===== src/rtl/vsw_pkg.sv =====
package vsw_pkg;
  // Strobes from the control FSM to the timing datapath.
  typedef struct packed {
    logic offPhase;  // gate currently low
    logic startOn;   // turn-on happens at this edge
    logic startOff;  // turn-off happens at this edge
  } vswStrobe_t;
endpackage


===== src/rtl/vsw_datapath.sv =====
module vsw_datapath
  import vsw_pkg::*;
#(
  parameter int LEB_CYC     = 20,
  parameter int MIN_OFF_CYC = 275,
  parameter int RESTART_CYC = 9500,
  parameter int ZB_HI_CYC   = 80,
  parameter int ZB_LO_CYC   = 40,
  parameter int SYNC_STAGES = 2
) (
  input  logic       clk,
  input  logic       rstN,
  input  logic       enable,
  input  logic       zcdIn,
  input  logic       multHigh,
  input  vswStrobe_t strobe,
  output logic       valleyArmed,
  output logic       minOffDone,
  output logic       restartDue,
  output logic       lebDone
);
  localparam int OFF_W = $clog2(RESTART_CYC + 1);
  localparam int ON_W  = $clog2(LEB_CYC + 1);
  localparam logic [OFF_W-1:0] OFF_LAST = OFF_W'(RESTART_CYC - 1);
  localparam logic [OFF_W-1:0] MIN_LAST = OFF_W'(MIN_OFF_CYC - 1);
  localparam logic [OFF_W-1:0] BLANK_HI = OFF_W'(ZB_HI_CYC);
  localparam logic [OFF_W-1:0] BLANK_LO = OFF_W'(ZB_LO_CYC);
  localparam logic [ON_W-1:0]  LEB_LAST = ON_W'(LEB_CYC - 1);

  // Synchroniser stages followed by one history flop for edge detection.
  logic [SYNC_STAGES:0] zPipe;
  always_ff @(posedge clk or negedge rstN) begin
    if (!rstN) zPipe <= '0;
    else       zPipe <= {zPipe[SYNC_STAGES-1:0], zcdIn};
  end

  logic zFall;
  assign zFall = zPipe[SYNC_STAGES] & ~zPipe[SYNC_STAGES-1];

  logic [OFF_W-1:0] offCnt;
  logic [ON_W-1:0]  onCnt;
  logic [1:0]       crossCnt;
  logic [OFF_W-1:0] blankCnt;
  logic             fallValid;

  assign blankCnt  = multHigh ? BLANK_HI : BLANK_LO;
  assign fallValid = strobe.offPhase && zFall && (offCnt >= blankCnt);

  always_ff @(posedge clk or negedge rstN) begin
    if (!rstN)                              offCnt <= '0;
    else if (!enable || strobe.startOff)    offCnt <= '0;
    else if (strobe.offPhase && offCnt != OFF_LAST) offCnt <= offCnt + 1'b1;
  end

  always_ff @(posedge clk or negedge rstN) begin
    if (!rstN)                              crossCnt <= '0;
    else if (!enable || strobe.startOff)    crossCnt <= '0;
    else if (fallValid && crossCnt != 2'd2) crossCnt <= crossCnt + 1'b1;
  end

  always_ff @(posedge clk or negedge rstN) begin
    if (!rstN)                              onCnt <= '0;
    else if (!enable || strobe.startOn)     onCnt <= '0;
    else if (!strobe.offPhase && onCnt != LEB_LAST) onCnt <= onCnt + 1'b1;
  end

  assign valleyArmed = (crossCnt == 2'd2) || (crossCnt == 2'd1 && fallValid);
  assign minOffDone  = offCnt >= MIN_LAST;
  assign restartDue  = offCnt == OFF_LAST;
  assign lebDone     = onCnt == LEB_LAST;
endmodule


===== src/rtl/vsw_control.sv =====
module vsw_control
  import vsw_pkg::*;
(
  input  logic       clk,
  input  logic       rstN,
  input  logic       enable,
  input  logic       csTrip,
  input  logic       valleyArmed,
  input  logic       minOffDone,
  input  logic       restartDue,
  input  logic       lebDone,
  output vswStrobe_t strobe,
  output logic       gateOn,
  output logic       forcedOn
);
  logic valleyGo;
  logic startOn;
  logic startOff;

  always_comb begin
    valleyGo = minOffDone && valleyArmed;
    startOn  = enable && !gateOn && (valleyGo || restartDue);
    startOff = enable && gateOn && lebDone && csTrip;
    strobe.offPhase = !gateOn;
    strobe.startOn  = startOn;
    strobe.startOff = startOff;
  end

  always_ff @(posedge clk or negedge rstN) begin
    if (!rstN) begin
      gateOn   <= 1'b0;
      forcedOn <= 1'b0;
    end else if (!enable) begin
      gateOn   <= 1'b0;
      forcedOn <= 1'b0;
    end else begin
      if (startOn)       gateOn <= 1'b1;
      else if (startOff) gateOn <= 1'b0;
      forcedOn <= startOn && !valleyGo;
    end
  end
endmodule


===== src/rtl/vsw_gate_ctrl.sv =====
module vsw_gate_ctrl
  import vsw_pkg::*;
#(
  parameter int LEB_CYC     = 20,
  parameter int MIN_OFF_CYC = 275,
  parameter int RESTART_CYC = 9500,
  parameter int ZB_HI_CYC   = 80,
  parameter int ZB_LO_CYC   = 40,
  parameter int SYNC_STAGES = 2
) (
  input  logic clk,
  input  logic rstN,
  input  logic enable,
  input  logic zcdIn,
  input  logic csTrip,
  input  logic multHigh,
  output logic gateOn,
  output logic forcedOn
);
  vswStrobe_t strobe;
  logic valleyArmed;
  logic minOffDone;
  logic restartDue;
  logic lebDone;

  vsw_datapath #(
    .LEB_CYC(LEB_CYC), .MIN_OFF_CYC(MIN_OFF_CYC), .RESTART_CYC(RESTART_CYC),
    .ZB_HI_CYC(ZB_HI_CYC), .ZB_LO_CYC(ZB_LO_CYC), .SYNC_STAGES(SYNC_STAGES)
  ) u_dp (
    .clk(clk), .rstN(rstN), .enable(enable), .zcdIn(zcdIn), .multHigh(multHigh),
    .strobe(strobe), .valleyArmed(valleyArmed), .minOffDone(minOffDone),
    .restartDue(restartDue), .lebDone(lebDone)
  );

  vsw_control u_ctl (
    .clk(clk), .rstN(rstN), .enable(enable), .csTrip(csTrip),
    .valleyArmed(valleyArmed), .minOffDone(minOffDone), .restartDue(restartDue),
    .lebDone(lebDone), .strobe(strobe), .gateOn(gateOn), .forcedOn(forcedOn)
  );
endmodule


===== config.mk =====
export PLATFORM = sky130hd
export DESIGN_NAME = vsw_gate_ctrl
export DESIGN_NICKNAME = d
export VERILOG_FILES = /design/src/rtl/vsw_pkg.sv /design/src/rtl/vsw_datapath.sv /design/src/rtl/vsw_control.sv /design/src/rtl/vsw_gate_ctrl.sv
export SDC_FILE = /design/constraint.sdc
export NUM_CORES = 1
export LEC_CHECK = 0
export BUFFER_PORTS_ARGS = -buffer_cell sky130_fd_sc_hd__buf_2
export CAP_MARGIN = 5
export CORE_MARGIN = 2
export CORE_UTILIZATION = 57
export CTS_CLUSTER_DIAMETER = 120
export DETAILED_ROUTE_END_ITERATION = 6
export PLACE_DENSITY = 0.81
export SYNTH_ARGS = -nofsm -noshare
export SYNTH_HDL_FRONTEND = slang
export SYNTH_SLANG_ARGS = --single-unit
export TNS_END_PERCENT = 5

===== constraint.sdc =====
create_clock -name clk -period 3.1 [get_ports clk]
set_input_delay 0.155 -clock clk [delete_from_list [all_inputs] [get_ports clk]]
set_output_delay 0.155 -clock clk [all_outputs]
set_load 0.02 [all_outputs]

==> results of run 1 <==
-- cells by family (layout without fill, tap and decap cells) --
kind of cell / Yosys count / in the layout / synth area share [%]
multiplexers: 1 / 1 / 0.6558
buffers and inverters: 12 / 21 / 4.180
AND/OR/NAND/NOR: 72 / 72 / 27.13
flip-flops: 26 / 26 / 42.62
adder cells (fa/ha/maj): 9 / 9 / 7.377
AO/OA/AOI/OAI: 18 / 18 / 9.426
XOR/XNOR: 15 / 15 / 8.607
-- power by group --
group	switching [mW]	internal, mW	leakage, nW
Combinational	0.0254	0.0188	0.353
Sequential	0.00718	0.345	0.354
Clock	0.105	0.0720	0.0210
-- final cells by class --
cell class	count	area, sq um	area share, %
multi-input cells	115	812.0	49.96
flip-flops and latches	26	650.6	40.03
repair buffers	10	62.56	3.849
well taps	30	37.54	2.309
clock buffers	4	36.28	2.232
inverters	7	26.28	1.617
-- metrics by stage --
| stage | hold WS, ns | util, % | std cells |
|---|---|---|---|
| 2_1_floorplan | -0.1406 | - | 153 |
| 5_1_grt | 0.2109 | 65.02 | 192 |
| 4_1_cts | 0.1976 | 65.02 | 192 |
| 3_3_place_gp | 0.1735 | 62.76 | 186 |
| 3_5_place_dp | 0.1856 | 62.76 | 186 |
| 6_report | 0.1984 | 65.02 | 192 |
-- layout by cell type, fill, tap and decap left out, types with 2 or more instances in the layout --
cell type | synthesis | final
nor3_1 | 2 | 2
nor2b_1 | 2 | 2
a21oi_1 | 4 | 4
buf_2 | 1 | 7
nor3b_2 | 2 | 2
nor3_2 | 2 | 2
inv_1 | 7 | 7
dfrtp_1 | 26 | 26
a211oi_1 | 2 | 2
a31oi_1 | 3 | 3
nand2_1 | 15 | 15
xnor2_1 | 6 | 6
clkbuf_4 | 0 | 3
and4_2 | 2 | 2
nor2_1 | 20 | 20
o211ai_1 | 2 | 2
nand4_1 | 8 | 8
ha_1 | 9 | 9
dlygate4sd3_1 | 0 | 2
nand3_1 | 6 | 6
xor2_1 | 9 | 9
-- path summary, 6_finish.rpt --
path	start	endpoint	slack, ns	depth (start not counted)
worst max-delay path	u_dp.offCnt[3]	u_dp.onCnt[0]	1.08	7
worst min-delay path	enable	u_ctl.gateOn	0.20	3
worst max register to register	u_dp.offCnt[3]	u_dp.onCnt[0]	1.08	7
worst min register to register	u_dp.zPipe[0]	u_dp.zPipe[1]	0.39	0
max in group asynchronous	rstN	u_dp.offCnt[2]	2.36	2
min in group asynchronous	rstN	u_dp.onCnt[0]	0.35	2
-- sequential cells by signal, indices dropped and copies added, names as in the netlist --
| signal | cells |
|---|---|
| u_ctl.forcedOn | 1 |
| u_ctl.gateOn | 1 |
| u_dp.crossCnt | 2 |
| u_dp.offCnt | 14 |
| u_dp.onCnt | 5 |
| u_dp.zPipe | 3 |
-- timing repair --
action	4_1_cts	5_1_grt
setup endpoints to repair	0	0
hold buffers	2	0
hold endpoints to repair	27	0
-- worst min-delay path: cells and delay by family --
kind	cells	cell delay, ns
AND/OR/NAND/NOR	1	0.13
AO/OA/AOI/OAI	1	0.11
buffers and inverters	1	0.11
-- per-layer routing --
metal	up-vias	GRT usage, %	part of all wire, %
li1	558	-	-
met3	8	2.558	2.3
met1	588	26.74	45
met5	-	0	0
met2	24	36.56	51
met4	0	8.362	1.9
==> out/results.ini, run 1 <==
[outcome]
status=complete, no violations

[clock_tree]
cts_tree=built
postCtsSetupRepairBufs=0
clock_latency_ns=0.33
cts.repair.resized=0
htreeDepth=1
clk_pin_slew_ns=0.15
clk_path_buf_depth=2
cts.sinks=26
cts_root_buf=clkbuf_4
numCtsBuffers=3

[setup_path]
worstPathMaxFanout=9
crit_slowest_cell=dfrtp_1
cp_num_buf_inv=1
critPathMaxStageDelay_ns=0.51
cp_cell_sequence=inv_1 -> ha_1 -> nand4b_1 -> nor3_1 -> o2111ai_1 -> a211oi_2 -> nor2_1
cp.required_ns=3.33
worstSetupPathType=register to register
end_kind=register
crit_path_start_kind=register
crit_arrival_ns=2.25
path_delay_family=compound AO/OA/AOI/OAI gates

[power_and_ir_drop]
power_density_nw_per_um2=352.9
vdd_drop_max_uv=287.0
p_total_mw=0.5736
p_leak_nw=0.7278

[sta]
layout_setup_ws_ns=1.076
relSlewSlack_pct=61.32
fin_skew_ns=0.01216
finalSetupViolations=0
finalSetupTns_ns=0
max_freq_mhz=494.1
fin_crit_sh_pct=65.29
drv_slew=0
hold_violations=0
grt_setup_unrepaired=no
worstMarginPinSlew_ns=0.5803
period_needed_ns=2.024

[global_routing]
grt_antenna_before_repair=0
grt_pass1_vias=1203
grt_pass1_wl_mm=5.244
grt_use_total_pct=21.11
grt_max_degree=27
grt_overflow=0

[synth]
yosysWarnings=0
synth_edf_count=0
syn-cell-area_sq_um=1526
ys_seq_area_share_pct=42.62
synth_area_per_cell_sq_um=9.977
synth_cell_types=43
synthCells=153
synth_ff_type=dfrtp_1
synth_commonest_cells=26 x dfrtp_1, 20 x nor2_1, 15 x nand2_1
synth-seq-cells=26
synth_top_area_share_pct=42.62
synth.largest_area_cell=dfrtp_1
yosysMostFrequentCell=dfrtp_1
synth_area_leaders=dfrtp_1 43%, ha_1 7.4%, xor2_1 5.2%
async_reset_ff_share_pct=100.0
syn-num-nets=168

[drt]
ant_nets=0
via_per_inst=6.135
drc_errors=0
first_iter_violations=41
wl_mm=2.990
firstDrtPassIters=4
wl_per_cell_um=15.57
dr_total_vias=1178

[final_layout]
area_delta_synth_final_pct=6.475
final_area_sq_um=1625
fillers=203
n_antenna_cell=0
layout-drive-gt1-share_pct=13.58
fin_nets=178

[place]
dpl.hpwl_mm=2.171
io_buffers=7
pre_cts_ws_ns=1.075
dpl_cell_area_sq_um=1569
gp_congestion=0.8424

[floorplan]
start_util_pct=61.06
die_x_um=55.75
die_area_sq_um=3108
rows=18
io_pins=8
core_area_sq_um=2500
die_h_um=55.75

[flow_run]
cap_violations=0

[worst_hold_path]
hold_class=input pin to register

No activity file was read; power rests on OpenSTA's default activity.
==> run 2, diff against run 1 <==
Settings changed: CORE_UTILIZATION 57 to 54.
Clock period 3.1 ns to 1.8 ns, I/O delays scaled along.
==> run 2 against run 1 <==
Compared with the run above: combinational power increased by 97%; final cell count increased by 5.2%; first-iteration DRC count increased by 4.9%; clock power increased by 65%; sequential share of layout area decreased by 2.8 points; critical path type unchanged; critical endpoint is now u_dp.onCnt[1]; largest power group unchanged.
==> out/results.ini, run 2 (synthesized netlist as in run 1, its figures left out) <==
[outcome]
status=complete, no violations

[setup_path]
cp_num_buf_inv=2
critPathMaxStageDelay_ns=0.55
end_kind=register
r2r_slack_ns=0.03
crit_arrival_ns=2.01
r2r-end=u_dp.onCnt[1]
r2r_cells=6
worstPathMaxFanout=8
cp.required_ns=2.04
path_delay_family=simple AND/OR/NAND/NOR gates
worstSetupPathType=register to register
crit_top_cell=buf_4
crit_slowest_cell=or4_4
crit_path_start_kind=register
cp_cell_sequence=buf_4 -> or4_4 -> a31oi_4 -> a211oi_2 -> buf_4 -> nor3b_2
r2r_start=u_dp.offCnt[3]

[floorplan]
io_pins=8
core_area_sq_um=2710
die_h_um=57.17
die_area_sq_um=3268
die_x_um=57.17
rows=19
start_util_pct=56.33

[place]
gp_congestion=0.7900
io_buffers=7
dp.cells=193
dpl.hpwl_mm=2.111

[final_layout]
largest-register=u_dp.offCnt
fillers=225
n_antenna_cell=0
largestRegisters=u_dp.offCnt (14), u_dp.onCnt (5), u_dp.zPipe (3)
finalNonFillerCells=202
fin_util_pct=64.68
largest_register_ffs=14
fin_nets=187
layout-drive-gt1-share_pct=23.39
area_delta_synth_final_pct=14.84
layout_common_cells=24 x dfrtp_1, 20 x nor2_1, 15 x nand2_1
layout_commonest_cell=dfrtp_1

[flow_run]
cap_violations=0

[sta]
drv_slew=0
worstMarginPinSlew_ns=0.5707
fin_crit_sh_pct=98.23
fin_skew_ns=0.01257
period_needed_ns=1.768
relSlewSlack_pct=61.96
hold_violations=0
finalSetupViolations=0
max_freq_mhz=565.5
grt_setup_unrepaired=yes

[worst_hold_path]
holdPathEnd=u_ctl.gateOn
whs_path_depth=3
hp-start=enable
hold_class=input pin to register

[clock_tree]
cts_root_buf=clkbuf_4
numCtsBuffers=3
clk_path_buf_depth=2
htreeDepth=1
cts.sinks=26
clk_pin_slew_ns=0.13
clock_latency_ns=0.32
cts_tree=built

[global_routing]
busiest_layer=met2
grt_overflow=0
grt_pass1_vias=1178
grt_use_met3_pct=2.948
grt_use_total_pct=20.30
grt_antenna_before_repair=0
met1_usage_pct=27.35
grt_pass1_wl_mm=5.230
grtUsageMet2_pct=33.99
grt_max_degree=27

[drt]
firstDrtPassIters=4
wl_per_cell_um=14.80
first_iter_violations=43
wl_mm=2.989
via_per_inst=5.817
drc_errors=0
ant_nets=0
dr_total_vias=1175

[power_and_ir_drop]
power_density_nw_per_um2=562.4
vdd_drop_max_uv=455.9
p_leak_nw=0.7803

run 2: changes by cell type in the layout (fill, tap and decap cells not counted), sizes merged:
cell	change
buf	+9
run 2: worst max path at each step:
stage                   start             to  cells past startpoint
4_1_cts        u_dp.offCnt[5]  u_dp.onCnt[2]                      6
2_1_floorplan  u_dp.offCnt[4]  u_dp.onCnt[1]                      6
5_1_grt        u_dp.offCnt[4]  u_dp.onCnt[2]                      7
3_5_place_dp   u_dp.offCnt[5]  u_dp.onCnt[2]                      6
6_report       u_dp.offCnt[3]  u_dp.onCnt[1]                      6
3_3_place_gp   u_dp.offCnt[5]  u_dp.onCnt[3]                      6
run 2: routing by layer:
layer | routed length [um] | vias up | part of all wire (%)
li1 | - | 575 | -
met1 | 1369 | 577 | 46
met2 | 1506 | 21 | 50
met3 | 95 | 2 | 3.2
met4 | 17 | 0 | 0.57
met5 | 0 | - | 0
run 2: area by class of cell:
type                       instances  area (sq um)  share of cell area [%]
clock buffer                       4         36.28                   2.070
inverter                           7         26.28                   1.499
multi-input combinational        115         868.3                   49.54
sequential                        26         653.1                   37.26
tap                               31         38.79                   2.213
timing repair buffer              19         130.1                   7.423
run 2: through the flow:
stage	instance area, sq um	setup TNS [ns]	setup slack (ns)	power (mW)	hold slack (ns)
floorplan	1526	0	0.02774	0.6581	-0.2056
global placement	1615	0	0.01738	0.6858	0.1113
detailed placement	1615	-0.1547	-0.03766	0.6900	0.1183
CTS	1685	0	0.01057	0.9897	0.1522
global route	1753	-0.3212	-0.07122	1.034	0.1645
finish	1753	0	0.03177	0.9859	0.1732
run 2: power by group:
group,switching [mW],internal (mW)
registers,0.0121,0.595
logic,0.0483,0.0387
clock network,0.169,0.124
run 2: repair_timing:
item | 4_1_cts | 5_1_grt
resized for setup | 2 | 8
hold endpoints to repair | 27 | 0
buffers inserted | 0 | 3
hold buffers | 2 | 0
pin swaps | 1 | 5
setup endpoints to repair | 5 | 7
run 2: worst register-to-register path: stages, from the launching register on:
cell,delay [ns]
dfrtp_1,0.40
buf_4,0.17
or4_4,0.56
a31oi_4,0.17
a211oi_2,0.06
buf_4,0.17
nor3b_2,0.17
==> run 3, diff against run 2 <==
Settings changed: BUFFER_PORTS_ARGS -buffer_cell sky130_fd_sc_hd__buf_2 to not set, CORE_UTILIZATION 54 to 56, DONT_BUFFER_PORTS set to 1, PLACE_DENSITY 0.81 to 0.76.
==> run 3 against run 2 <==
Compared with the run above: register-to-register slack about the same; sequential cell count unchanged; non-clock buffer count down 6; global-route usage up 0.38 points; cell area down 1.8%; first-iteration DRC count down 70%; routed wire length up 2.7%; clock-buffer cell count unchanged; via count down 3.5%; clock power up 4%; maximum frequency down 0.48%; clock skew down 0.0056 ns; highest routed layer unchanged.
==> out/results.ini, run 3 (synthesized netlist as in run 1, its figures left out) <==
[setup_path]
cp.required_ns=2.06
crit_slowest_cell=dfrtp_1
worstPathMaxFanout=5
cp_cell_sequence=inv_1 -> ha_1 -> or4_4 -> a31oi_4 -> a211oi_2 -> buf_4 -> nor3b_2
end_kind=register
r2r_slack_ns=0.02
critPathMaxStageDelay_ns=0.45
crit_path_start_kind=register
crit_arrival_ns=2.04
worstSetupPathType=register to register

[drt]
wl_mm=3.070
via_per_inst=5.815
ant_nets=0
first_iter_violations=13
drc_errors=0
firstDrtPassIters=4
dr_total_vias=1134
wl_per_cell_um=15.74

[clock_tree]
cts.sinks=26
clk_pin_slew_ns=0.14
cts_root_buf=clkbuf_4
cts_tree=built
numCtsBuffers=3
clk_path_buf_depth=2
htreeDepth=1
clock_latency_ns=0.33

[final_layout]
largest-register=u_dp.offCnt
n_antenna_cell=0
largestRegisters=u_dp.offCnt (14), u_dp.onCnt (5), u_dp.zPipe (3)
layout-drive-gt1-share_pct=17.58
area_delta_synth_final_pct=12.79
regArea_sq_um=650.6
layout_commonest_cell=dfrtp_1
finalNonFillerCells=195
fillers=197
largest_register_ffs=14
fin_nets=181
multi_input_area_sq_um=853.3
layout_common_cells=26 x dfrtp_1, 20 x nor2_1, 15 x nand2_1

[floorplan]
die_x_um=56.21
start_util_pct=60.52
die_area_sq_um=3160
rows=18
die_h_um=56.21
core_area_sq_um=2522
io_pins=8

[sta]
hold_slack_ns=0.04465
drv_slew=0
worstMarginPinSlew_ns=0.3808
fin_skew_ns=0.006938
fin_crit_sh_pct=98.71
finalSetupViolations=0
relSlewSlack_pct=74.56
grt_setup_unrepaired=yes
hold_violations=0
max_freq_mhz=562.8
period_needed_ns=1.777

[power_and_ir_drop]
power_density_nw_per_um2=578.1
vdd_drop_max_uv=586.5
p_leak_nw=0.7519

[worst_hold_path]
hold_class=input pin to register

[outcome]
status=complete, no violations

[global_routing]
grt_antenna_before_repair=0
grt_use_total_pct=20.67
grt_max_degree=27
grt_overflow=0
grt_pass1_wl_mm=5.085
grt_pass1_vias=1174

[place]
dpl.hpwl_mm=2.051
gp_congestion=0.8273
io_buffers=0
dp.cells=186

[flow_run]
cap_violations=0

-- run 3: cell count changes in the layout (fill, tap and decap cells not counted), sizes merged --
cell         change
dlygate4sd3      +1
buf              -7
-- run 3: worst paths after layout --
path,from,end,depth (start not counted)
worst max-delay path,u_dp.offCnt[0],u_dp.onCnt[1],7
worst min-delay path,enable,u_dp.onCnt[0],3
worst max register to register,u_dp.offCnt[0],u_dp.onCnt[1],7
worst min register to register,u_dp.zPipe[1],u_dp.zPipe[2],0
max in group asynchronous,rstN,u_dp.crossCnt[1],2
min in group asynchronous,rstN,u_dp.offCnt[2],2
-- run 3: per-layer routing --
layer  vias to the layer above  track usage [%]  part of all wire, %
met1                       546            26.83                   47
met5                         -                0                    0
li1                        567                -                    -
met4                         0            8.503                  1.9
met3                         8            2.326                  1.5
met2                        13            34.96                   49
-- run 3: timing repair --
item / CTS / global route
hold endpoints to repair: 28 / 0
buffers inserted: 1 / 0
endpoints found under the setup margin: 5 / 8
hold buffers: 4 / 0
pin swaps: 2 / 4
resized for setup: 0 / 5
-- run 3: metrics by stage --
stage | cell area (sq um) | setup WS, ns | power (mW) | TNS [ns] | utilization [%]
after floorplan | 1526 | 0.02774 | 0.6581 | 0 | -
after global placement | 1587 | -0.009456 | 0.6694 | -0.03235 | 62.90
after detailed placement | 1587 | -0.05635 | 0.6729 | -0.2369 | 62.90
after CTS | 1680 | 0.01908 | 0.9989 | 0 | 66.62
after global routing | 1722 | -0.07663 | 1.036 | -0.2840 | 68.25
final | 1722 | 0.02324 | 0.9953 | 0 | 68.25
-- run 3: final cells by class --
cell class,instances,area share [%]
clock buffers,4,2.108
inverters,7,1.526
multi-input cells,115,49.56
flip-flops and latches,26,37.79
well taps,30,2.180
repair buffers,13,6.831
-- run 3: worst max-delay path: cells and delay by family, from the launching register on --
family                   cells  cell delay (ns)
AO/OA/AOI/OAI                2             0.23
AND/OR/NAND/NOR              2             0.60
adder cells (fa/ha/maj)      1             0.20
flip-flops                   1             0.45
buffers and inverters        2             0.23
-- run 3: report_power, final --
group / leakage (nW) / internal (mW) / switching [mW]
Clock: 0.0210 / 0.124 / 0.181
Sequential: 0.354 / 0.594 / 0.0125
Combinational: 0.377 / 0.0377 / 0.0458
